===== src/rtl/pwr_mode_ctrl.sv =====
module pwr_mode_ctrl #(
  parameter int NCORE = 2
) (
  input  logic               clk,
  input  logic               rst_n,
  input  logic [NCORE-1:0]   core_wait_i,
  input  logic [NCORE-1:0]   core_irq_i,
  input  logic [NCORE-1:0]   pd_allow_i,
  input  logic [2*NCORE-1:0] pd_sel_i,
  input  logic               wake_i,
  output logic [NCORE-1:0]   core_clk_en_o,
  output logic               periph_pwr_en_o,
  output logic               mem_pwr_en_o,
  output logic [1:0]         sys_mode_o
);
  localparam logic [1:0] M_RUN = 2'd0;
  localparam logic [1:0] M_DPD = 2'd3;

  logic [1:0]       mode_q;
  logic [NCORE-1:0] asleep_q, pend_q;
  logic [1:0]       sel_q [NCORE];
  logic             running, all_ready, any_ready;
  logic [1:0]       tgt;

  assign running = (mode_q == M_RUN);

  for (genvar i = 0; i < NCORE; i++) begin : g_core
    always_ff @(posedge clk or negedge rst_n) begin
      if (!rst_n) begin
        asleep_q[i] <= 1'b0;
        pend_q[i]   <= 1'b0;
        sel_q[i]    <= 2'd0;
      end else if (!running) begin
        if (wake_i) begin
          asleep_q[i] <= 1'b0;
          pend_q[i]   <= 1'b0;
        end
      end else if (core_irq_i[i]) begin
        asleep_q[i] <= 1'b0;
        pend_q[i]   <= 1'b0;
      end else if (core_wait_i[i] && !asleep_q[i]) begin
        asleep_q[i] <= 1'b1;
        pend_q[i]   <= pd_allow_i[i] && (pd_sel_i[2*i +: 2] != 2'd0);
        sel_q[i]    <= pd_sel_i[2*i +: 2];
      end
    end
  end

  always_comb begin
    all_ready = 1'b1;
    any_ready = 1'b0;
    tgt       = M_DPD;
    for (int k = 0; k < NCORE; k++) begin
      if (pd_allow_i[k]) begin
        if (!pend_q[k] || core_irq_i[k]) all_ready = 1'b0;
        else begin
          any_ready = 1'b1;
          if (sel_q[k] < tgt) tgt = sel_q[k];
        end
      end
    end
  end

  always_ff @(posedge clk or negedge rst_n) begin
    if (!rst_n) mode_q <= M_RUN;
    else if (running && all_ready && any_ready) mode_q <= tgt;
    else if (!running && wake_i) mode_q <= M_RUN;
  end

  assign core_clk_en_o   = running ? ~asleep_q : '0;
  assign periph_pwr_en_o = running;
  assign mem_pwr_en_o    = (mode_q != M_DPD);
  assign sys_mode_o      = mode_q;
endmodule



===== config.mk =====
export PLATFORM = sky130hd
export DESIGN_NAME = pwr_mode_ctrl
export DESIGN_NICKNAME = d
export VERILOG_FILES = /design/src/rtl/pwr_mode_ctrl.sv
export SDC_FILE = /design/constraint.sdc
export NUM_CORES = 1
export LEC_CHECK = 0
export BUFFER_PORTS_ARGS = -buffer_cell sky130_fd_sc_hd__buf_4
export CAP_MARGIN = 20
export CORE_MARGIN = 2
export CORE_UTILIZATION = 45
export DETAILED_ROUTE_END_ITERATION = 16
export GPL_ROUTABILITY_DRIVEN = 0
export PLACE_DENSITY = 0.77
export SYNTH_ARGS = -nofsm -noshare
export SYNTH_HDL_FRONTEND = slang
export SYNTH_SLANG_ARGS = --single-unit

===== constraint.sdc =====
create_clock -name clk -period 1.8 [get_ports clk]
set_input_delay 0.18 -clock clk [delete_from_list [all_inputs] [get_ports clk]]
set_output_delay 0.18 -clock clk [all_outputs]
set_load 0.02 [all_outputs]

======== Yosys cells after proc, flatten, opt, wreduce, memory -nomap -nowiden ========
Cells that the tools add are included.
Widths: inputs -> output; s select.
storage, ports and cells
  input bits .............................. 13
  flip-flop bits (word level) ............. 10
operators by class
  eq/ne operators ......................... 3
  reduce and logical (&&, ||, !) cells .... 23
  $lt $le $gt $ge ......................... 2
  bitwise operators ....................... 3
  mux-type cells .......................... 29
operators with widths
  cell                count
  $mux 1              20
  $mux 2              9
  $reduce_bool 2->1   4
  $logic_and 1x1->1   7
  $ne 3x2->1 const B  2
  $reduce_and 3->1    2
  $logic_not 1->1     5
  $reduce_and 2->1    2
  $logic_not 2->1     1
  $logic_or 1x1->1    2
  $lt 2x2->1          1
  $lt 2x2->1 const B  1
  $ne 2x2->1 const B  1
  $not 1->1           2
  $not 2->2           1

======== Logic depth before layout (Yosys ltp) ========
Gate-level depths: netlist of run 1.
  word-level depth ........................ 9
  mapped depth ............................ 6
  gate-level depth less buffers ........... 6

======== Worst setup path before layout of run 1 ========
No wires, ideal clock.
  path kind ............................... reg2reg
  from .................................... register mode_q[1] (netlist: sys_mode_o[1])
  to ...................................... register sel_q[2] (netlist bit)
  required time ........................... 1675 ps
  period minus slack after synthesis ...... 1498 ps
  stages on the path, launching flop included .. 5
  slack ................................... 302 ps
  data arrival time ....................... 1373 ps
  setup time .............................. 125 ps
  cells stage by stage .................... dfrtp_1 or2_1 buf_6 nor3b_2 mux2_2
between the ends
  word-level cells in the longest chain between the ends .. 2
ends and longest elaborated chain
  what                               line  RTL
  start, declared                    19    logic [1:0] mode_q;
  start signal, assigned             66    else if (running && all_ready && any_ready) mode_q <= tgt;
  $logic_not 2->1                    25    assign running = (mode_q == M_RUN);
  $reduce_and 3->1 (no source line)  n/a
  end signal, assigned by index      44    sel_q[i] <= pd_sel_i[2*i +: 2];
  end, declared                      21    logic [1:0] sel_q [NCORE];
Every way passes these cells.
A chain may end at the register's enable or synchronous reset.

======== Worst setup path after layout of run 1 ========
Ends and elaborated chain as after synthesis.

==> results.cfg, run 1 <==
[cts]
cts_tree = done
cts.clk_slew.worst_paths_ns = 0.07
cts_max_level = 1
clk_path_buf_depth = 2
clockRootBuffer = clkbuf_4
clk_latency_ns = 0.26
numCtsBuffers = 3
numClockSinks = 10
cts_resized = 0

[placed_design]
io_buffer_count = 18
dp_hpwl_um = 979
dp.cells = 87

[sta]
finalCritPeriodShare_pct = 82.5
drv_slew = 0
finalSetupViolCount = 0
tightestPinTransition_ns = 0.281
finalSetupTns_ns = 0
rsz0062_at_grt = no
hold_viol = 0
period_minus_slack_ns = 1.48
hold_slack_ns = 0.140
slew_headroom_pct = 81.3
fin_skew_ns = 0.00616
max_freq_mhz = 674

[outcome]
status = finished, final reports clean

[die]
fp.coreArea_um2 = 1270
num_io_pins = 19
chipWidth_um = 40.3
initial_core_util_pct = 46.6
die_y_um = 40.3
rows = 13
dieArea_um2 = 1620

[detailed_routing]
wl_met2_um = 578
wl_met3_um = 67
wl_per_cell_um = 13.5
drt-total-wl_um = 1240
drtIter0Drc = 4
first_pass_iters = 4
drc_errors = 0
highest_layer = met4
vias = 493
ant_nets = 0
via_per_inst = 5.36
met1_length_um = 576

[final_layout]
n_fill_cell = 109
fin_util_pct = 61.5
stdcell_count = 92
syn2layout_area_growth_pct = 31.9
fin_nets = 93
diodes = 0
drive_gt1_share_pct = 37.7

[yosys]
synth_simple_gate_area_share_pct = 22.2
synth_xor_area_share_pct = 0
synthCells = 55
syn-num-nets = 70
synth_compound_area_share_pct = 14.0
synth_warnings = 0
synth.distinct_cells = 26
ys_seq_area_share_pct = 42.3
postSynthAreaPerCell_um2 = 10.8
ys_ff_latch = 10
yosys-mux-area-fraction_pct = 12.9
synthAdderAreaFrac_pct = 4.23
synth_top_family_by_area = simple AND/OR/NAND/NOR gates
mappedNetlistArea_um2 = 592

[global_route]
grt_max_degree = 11
grt.total_usage_pct = 18.6
antenna_found_initial = 0
grt_pass1_vias = 457
grt_pass1_wl_um = 1950
gr-total-overflow = 0

[pwr]
ir_worst_vdd_mv = 0.551
power.switching_uw = 236
power_frac_clock_pct = 26.9
leakage_nw = 0.358
internal-power_uw = 520
netSwitchingFraction_pct = 31.2
powerDensity_nw_per_um2 = 968
seqPwrFrac_pct = 42.3
pwr-share-comb_pct = 30.9

[critical_path]
rrSetupSlack_ns = 0.32
arrival_ns = 1.64
critical_path_required_ns = 1.95
critPathMaxFanout = 7
startpoint_type = flip-flop
crit_end = sel_q[2]
crit-reg2reg-capture = sel_q[2]
reg2reg_depth = 3
crit_start = sys_mode_o[1]
reg2reg_from = sys_mode_o[1]
end_kind = flip-flop
crit_type = reg2reg

[worst_hold_path]
hp-class = in2reg

[run]
drv_cap = 0
-- cells in the mapped netlist, drive strengths merged --
master   number  area share (%)
a211oi        1             1.3
a221o         1             1.7
buf           1             1.9
dfrtp        10              42
ha            2             4.2
inv           4             2.5
mux2          5             9.5
mux2i         2             3.4
nand2         1            0.63
nand2b        3             3.2
nand3b        4             5.1
nand4bb       1             1.9
nor2          4             2.5
nor2b         2             2.1
nor3          1            0.84
nor3b         1             2.1
nor4bb        1             1.7
o21a          1             1.3
o21ai         2             1.7
o22ai         1             1.1
o2bb2ai       2             3.0
o31ai         2             2.5
o32ai         1             1.5
or2           1             1.1
or3           1             1.1
-- critical path, cell delays in order (launching register included) --
cell and delay [ns]:
dfrtp_1 0.42, or2_1 0.35, nor3b_2 0.25, mux2_2 0.36
-- placed cells by master (no fill, tap or decap) --
cell           Yosys  routed
o22ai_1            1       1
mux2_2             5       5
nor3b_2            1       1
buf_4              0      18
o31ai_1            2       2
a221o_1            1       1
clkbuf_4           0       3
or2_1              1       1
nor3_1             1       1
clkbuf_8           0       1
o21ai_0            2       2
nor2_1             4       4
dlygate4sd3_1      0       1
inv_2              1       1
o2bb2ai_1          2       2
nor2b_1            2       2
a211oi_1           1       1
nand2_1            1       1
nor4bb_1           1       1
nand4bb_1          1       1
or3_1              1       1
ha_1               2       2
inv_1              3       3
o21a_1             1       1
nand3b_1           4       4
o32ai_1            1       1
dfrtp_1           10      10
nand2b_1           3       3
mux2i_1            2       2
-- metrics by stage --
stage,power [mW],cell area [um^2],setup WS [ns]
final,0.756,781,0.315
after global routing,0.804,781,0.196
after CTS,0.764,781,0.302
after detailed placement,0.557,734,0.315
after global placement,0.549,734,0.318
after floorplan,0.467,592,0.302
-- registers in the layout (all words and copies together) (netlist names) --
| name | cells |
|---|---|
| pend_q | 2 |
| asleep_q | 2 |
| sys_mode_o | 2 |
| sel_q | 4 |
-- layer usage --
metal / up-vias / track usage [%]
met3: 4 / 5.56
met5: - / 0
met4: 0 / 7.50
li1: 247 / -
met2: 12 / 28.2
met1: 230 / 24.7
-- power groups by stage --
stage          clock network, mW  registers, mW  logic (mW)
2_1_floorplan                  0          0.318       0.149
3_3_place_gp                   0          0.321       0.228
3_5_place_dp                   0          0.325       0.232
4_1_cts                    0.208          0.320       0.237
5_1_grt                    0.222          0.326       0.257
6_report                   0.203          0.320       0.233
-- worst min-delay path by stage --
| stage | from | end | slack [ns] | depth (start not counted) |
|---|---|---|---|---|
| floorplan | rst_n | asleep_q[0] | -0.12 | 0 |
| global placement | rst_n | sys_mode_o[0] | 0.01 | 1 |
| detailed placement | rst_n | sel_q[2] | 0.02 | 1 |
| CTS | core_irq_i[0] | asleep_q[0] | 0.13 | 2 |
| global route | core_irq_i[0] | asleep_q[0] | 0.13 | 2 |
| finish | core_irq_i[0] | asleep_q[0] | 0.14 | 2 |
-- logic make-up after synthesis --
group / count (synthesis)
simple gates: 20
compound gates: 11
flops: 10
mux: 7
buf+inv: 5
fa+ha+maj: 2
-- cell type report --
type	instances	area [um^2]	area share, %
multi-input combinational	40	315	40.4
sequential	10	250	32.1
timing repair buffer	19	145	18.6
clock buffer	4	36.3	4.65
tap	15	18.8	2.40
inverter	4	15.0	1.92
-- what timing repair did --
item / CTS / global route
endpoints found under the hold margin: 10 / 0
setup endpoints to repair: 0 / 0
hold buffers: 1 / 0
setup buffers: 0 / 0
Power figures use the tool's default switching activity.
==> inputs of run 2 (changes only) <==
--- a/config.mk
+++ b/config.mk
@@ -8,7 +8,7 @@
 export BUFFER_PORTS_ARGS = -buffer_cell sky130_fd_sc_hd__buf_4
 export CAP_MARGIN = 20
 export CORE_MARGIN = 2
-export CORE_UTILIZATION = 45
+export CORE_UTILIZATION = 43
 export DETAILED_ROUTE_END_ITERATION = 16
 export GPL_ROUTABILITY_DRIVEN = 0
 export PLACE_DENSITY = 0.77
==> constraint.sdc (replaced) <==
create_clock -name clk -period 1.3 [get_ports clk]
set_input_delay 0.13 -clock clk [delete_from_list [all_inputs] [get_ports clk]]
set_output_delay 0.13 -clock clk [all_outputs]
set_load 0.02 [all_outputs]
==> results.cfg, run 2 (synthesis gave the netlist of run 1 again) <==
[cts]
cts.clk_slew.worst_paths_ns = 0.08
clk_latency_ns = 0.28
clk_path_buf_depth = 2
cts_tree = done
numClockSinks = 10
numCtsBuffers = 3
clockRootBuffer = clkbuf_4
cts_max_level = 1

[pwr]
netSwitchingFraction_pct = 32.6
powerDensity_nw_per_um2 = 1300
pwr-share-comb_pct = 43.2
leakage_nw = 0.459
power_frac_clock_pct = 23.0
power.switching_uw = 432
ir_worst_vdd_mv = 0.864
internal-power_uw = 892
seqPwrFrac_pct = 33.8

[final_layout]
syn2layout_area_growth_pct = 71.7
n_fill_cell = 84
largest_reg_flops = 4
post-route-cell-area_um2 = 1020
diodes = 0
largest-register = sel_q
fin_nets = 108
final_cell_mix = buf_4 (28), dfrtp_1 (8), buf_6 (5)
fin_util_pct = 78.1
drive_gt1_share_pct = 62.0
mostFrequentLayoutCell = buf_4

[critical_path]
critPathMaxFanout = 2
critical_path_required_ns = 1.48
startpoint_type = flip-flop
cp_top_family = flip-flops
end_kind = flip-flop
arrival_ns = 1.67
crit_buf_inv = 1
cp_slowest_cell = dfrtp_1
crit_type = reg2reg
cp_cell_sequence = nand4bb_4 > buf_4 > ha_2 > a211oi_1 > o31ai_1
rrSetupSlack_ns = -0.19
worst_path_largest_cell_delay_ns = 0.38

[placed_design]
io_buffer_count = 18
dp_hpwl_um = 1150
postPlaceCellArea_um2 = 813

[worst_hold_path]
hp-class = in2reg

[run]
drv_cap = 0

[detailed_routing]
via_per_inst = 5.35
drtIter0Drc = 10
vias = 572
ant_nets = 0
drt-total-wl_um = 1670
first_pass_iters = 2
wl_per_cell_um = 15.6
drc_errors = 0

[sta]
drv_slew = 0
hold_slack_ns = 0.0731
setup_slack_ns = -0.194
finalSetupViolCount = 7
finalCritPeriodShare_pct = 115
max_freq_mhz = 669
rsz0062_at_grt = yes
fin_skew_ns = 0.00220
slew_headroom_pct = 83.3
period_minus_slack_ns = 1.49
tightestPinTransition_ns = 0.248
hold_viol = 0

[global_route]
grt.total_usage_pct = 24.7
grt_pass1_wl_um = 2570
gr-total-overflow = 0
grt_pass1_vias = 559
antenna_found_initial = 0
grt_max_degree = 11

[die]
fp.coreArea_um2 = 1300
die_y_um = 41.1
rows = 13
chipWidth_um = 41.1
dieArea_um2 = 1690
num_io_pins = 19
initial_core_util_pct = 45.5

[outcome]
violations = negative setup slack
status = finished with violations
[run 2: path summary, 6_finish.rpt]
check,depth (start not counted),end,start
setup / recovery,5,sys_mode_o[0],sel_q[3]
hold / removal,2,sys_mode_o[1],wake_i
setup reg to reg,5,sys_mode_o[0],sel_q[3]
hold reg to reg,1,sel_q[0],sel_q[0]
max in group asynchronous,2,sys_mode_o[1],rst_n
min in group asynchronous,2,pend_q[1],rst_n
[run 2: routing by layer]
metal | vias up | wire, um | global-route usage, %
met3 | 7 | 74 | 5.43
li1 | 274 | - | -
met5 | - | 0 | 0
met4 | 0 | 47 | 11.3
met2 | 17 | 808 | 40.2
met1 | 274 | 741 | 30.8
[run 2: power groups by stage]
| stage | Sequential [mW] | Clock (mW) | Combinational (mW) |
|---|---|---|---|
| global placement | 0.436 | 0 | 0.385 |
| CTS | 0.436 | 0.290 | 0.508 |
| finish | 0.448 | 0.305 | 0.571 |
| floorplan | 0.442 | 0 | 0.212 |
| global route | 0.455 | 0.317 | 0.618 |
| detailed placement | 0.437 | 0 | 0.405 |
[run 2: through the flow]
| step | setup WS [ns] | instances | power [mW] | setup TNS (ns) |
|---|---|---|---|---|
| after global placement | -0.224 | 96 | 0.821 | -0.314 |
| after detailed placement | -0.294 | 96 | 0.842 | -0.448 |
| after CTS | -0.219 | 105 | 1.23 | -0.689 |
| after floorplan | -0.164 | 55 | 0.654 | -0.732 |
| after global routing | -0.247 | 107 | 1.39 | -1.08 |
| final | -0.194 | 107 | 1.32 | -0.671 |
[run 2: cell type report]
cell class	instances	area, um^2	share of cell area (%)
clock buffer	4	36.3	3.57
inverter	4	17.5	1.72
multi-input combinational	40	414	40.8
sequential	10	253	24.9
tap	15	18.8	1.85
timing repair buffer	34	277	27.2
[run 2: timing repair]
item | CTS | global route
setup buffers | 4 | 2
endpoints found under the setup margin | 7 | 12
resized for setup | 14 | 10
pin swaps | 6 | 4
hold buffers | 1 | 0
hold endpoints to repair | 10 | 0
[run 2: worst reg2reg max path, stage by stage, from the launching register on]
cell	delay [ns]
dfrtp_1	0.38
nand4bb_4	0.23
buf_4	0.16
ha_2	0.31
a211oi_1	0.06
o31ai_1	0.24
==> inputs of run 3 (changes only) <==
--- a/config.mk
+++ b/config.mk
@@ -5,13 +5,15 @@
 export SDC_FILE = /design/constraint.sdc
 export NUM_CORES = 1
 export LEC_CHECK = 0
+export ABC_AREA = 1
 export BUFFER_PORTS_ARGS = -buffer_cell sky130_fd_sc_hd__buf_4
 export CAP_MARGIN = 20
 export CORE_MARGIN = 2
-export CORE_UTILIZATION = 43
+export CORE_UTILIZATION = 42
+export CTS_CLUSTER_SIZE = 8
 export DETAILED_ROUTE_END_ITERATION = 16
 export GPL_ROUTABILITY_DRIVEN = 0
-export PLACE_DENSITY = 0.77
+export PLACE_DENSITY = 0.76
 export SYNTH_ARGS = -nofsm -noshare
 export SYNTH_HDL_FRONTEND = slang
 export SYNTH_SLANG_ARGS = --single-unit
==> results.cfg, run 3 <==
[global_route]
grt.total_usage_pct = 17.2
grt_pass1_wl_um = 1790
gr-total-overflow = 0
grt_pass1_vias = 450
antenna_found_initial = 0
grt_max_degree = 11

[detailed_routing]
first_pass_iters = 4
drtIter0Drc = 7
vias = 631
ant_nets = 0
drc_errors = 0
drt-total-wl_um = 1400
via_per_inst = 4.93
wl_per_cell_um = 11.0

[cts]
clk_latency_ns = 0.27
numClockSinks = 10
cts_tree = done
cts_max_level = 1
numCtsBuffers = 3
cts.clk_slew.worst_paths_ns = 0.07
clockRootBuffer = clkbuf_4
clk_path_buf_depth = 2

[worst_hold_path]
hp-class = in2reg

[critical_path]
end_kind = flip-flop
arrival_ns = 1.56
startpoint_type = flip-flop
critical_path_required_ns = 1.51
critPathMaxFanout = 2
crit_type = reg2reg

[yosys]
netlist.area_leader.share_pct = 42.8
ys_seq_area_share_pct = 42.8
synth_ff_type = dfrtp_1
yosysTopAreaCell = dfrtp_1
synth_common_cells = nand2_1 (26), inv_1 (12), dfrtp_1 (10), nor2_1 (10), nand3_1 (7)
postSynthAreaPerCell_um2 = 7.13
ys_ff_latch = 10
mappedNetlistArea_um2 = 584
synth.most_common_cell = nand2_1
synth_warnings = 0
asyncSetResetFlopFracSynth_pct = 100
yosys-top-cells-area = dfrtp_1 (43%), nand2_1 (17%), inv_1 (7.7%), nor2_1 (6.4%), nand3_1 (6.0%)
synthCells = 82
syn-num-nets = 97
synth.distinct_cells = 15
synth_edf_count = 0

[sta]
drv_slew = 0
finalSetupViolCount = 2
hold_viol = 0
finalCritPeriodShare_pct = 104
tightestPinTransition_ns = 0.335
max_freq_mhz = 740
rsz0062_at_grt = yes
finalSetupTns_ns = -0.0541
period_minus_slack_ns = 1.35
slew_headroom_pct = 77.6
setup_slack_ns = -0.0516
fin_skew_ns = 0.00555

[die]
fp.coreArea_um2 = 1300
dieArea_um2 = 1710
die_y_um = 41.3
initial_core_util_pct = 44.9
num_io_pins = 19
rows = 13
chipWidth_um = 41.3

[final_layout]
final_cell_mix = buf_4 (24), nand2_1 (23), inv_1 (9), dfrtp_1 (9)
drive_gt1_share_pct = 43.4
syn2layout_area_growth_pct = 55.9
post-route-cell-area_um2 = 911
mostFrequentLayoutCell = buf_4
largest-register = sel_q
n_fill_cell = 111
diodes = 0
largest_reg_flops = 4
fin_nets = 129

[outcome]
status = finished with violations
violations = negative setup slack

[pwr]
powerDensity_nw_per_um2 = 2290
leakage_nw = 0.491
ir_worst_vdd_mv = 1.23

[run]
drv_cap = 0

[placed_design]
io_buffer_count = 18
postPlaceCellArea_um2 = 753
dp_hpwl_um = 1020
run 3: kinds of logic after synthesis:
group | after synthesis | synth area share (%)
AND/OR/NAND/NOR | 47 | 34.3
buffers and inverters | 14 | 8.99
adder cells (fa/ha/maj) | 2 | 4.28
AO/OA/AOI/OAI | 9 | 9.64
flip-flops | 10 | 42.8
run 3: path summary, 6_finish.rpt:
kind | endpoint | slack (ns) | depth (start not counted) | startpoint
min in group asynchronous | asleep_q[0] | 0.22 | 2 | rst_n
max in group asynchronous | sys_mode_o[1] | 0.92 | 2 | rst_n
max reg2reg | sys_mode_o[0] | -0.05 | 10 | pend_q[0]
max | sys_mode_o[0] | -0.05 | 10 | pend_q[0]
min | sel_q[1] | 0.11 | 3 | pd_sel_i[3]
min reg2reg | sel_q[3] | 0.51 | 2 | sel_q[3]
run 3: layer usage:
| layer | wire length (um) | vias to the layer above | global-route usage, % |
|---|---|---|---|
| li1 | - | 325 | - |
| met1 | 647 | 286 | 24.0 |
| met2 | 672 | 16 | 24.6 |
| met3 | 64 | 4 | 3.19 |
| met4 | 17 | 0 | 9.68 |
| met5 | 0 | - | 0 |
run 3: where the power goes:
part | leakage [nW] | internal (mW) | switching [mW]
registers | 0.126 | 0.453 | 0.128
clock network | 0.0210 | 0.170 | 0.116
logic | 0.344 | 0.565 | 0.657
total | 0.491 | 1.19 | 0.900
run 3: per-stage QoR:
stage / power [mW] / std cells / setup slack (ns) / hold slack, ns / utilization (%)
after floorplan: 1.13 / 82 / 0.00107 / -0.166 / -
after global placement: 1.46 / 117 / 0.0306 / -0.0323 / 57.9
after detailed placement: 1.48 / 117 / -0.0281 / -0.0304 / 57.9
after CTS: 1.81 / 123 / -0.0409 / 0.106 / 62.6
after global routing: 2.26 / 128 / -0.135 / 0.104 / 70.0
final: 2.09 / 128 / -0.0516 / 0.109 / 70.0
run 3: final cells by class:
| type | count | area, um^2 | area share, % |
|---|---|---|---|
| Multi-Input combinational cell | 58 | 339 | 37.2 |
| Sequential cell | 10 | 251 | 27.6 |
| Timing Repair Buffer | 27 | 213 | 23.4 |
| Inverter | 14 | 52.6 | 5.77 |
| Clock buffer | 4 | 36.3 | 3.98 |
| Tap cell | 15 | 18.8 | 2.06 |
run 3: critical path, stage by stage, from the launching register on:
cell,delay (ns)
dfrtp_1,0.37
nand3_2,0.08
nor2_2,0.12
inv_2,0.06
ha_4,0.26
inv_2,0.03
nor2_2,0.10
nand3_1,0.08
nand2_1,0.07
nand4_1,0.07
nand2_1,0.07
run 3: what timing repair did:
| action | 4_1_cts | 5_1_grt |
|---|---|---|
| setup endpoints to repair | 3 | 10 |
| gates resized for setup | 2 | 18 |
| endpoints found under the hold margin | 10 | 0 |
| pin swaps | 2 | 9 |
| hold buffers | 1 | 0 |
| setup buffers | 1 | 5 |
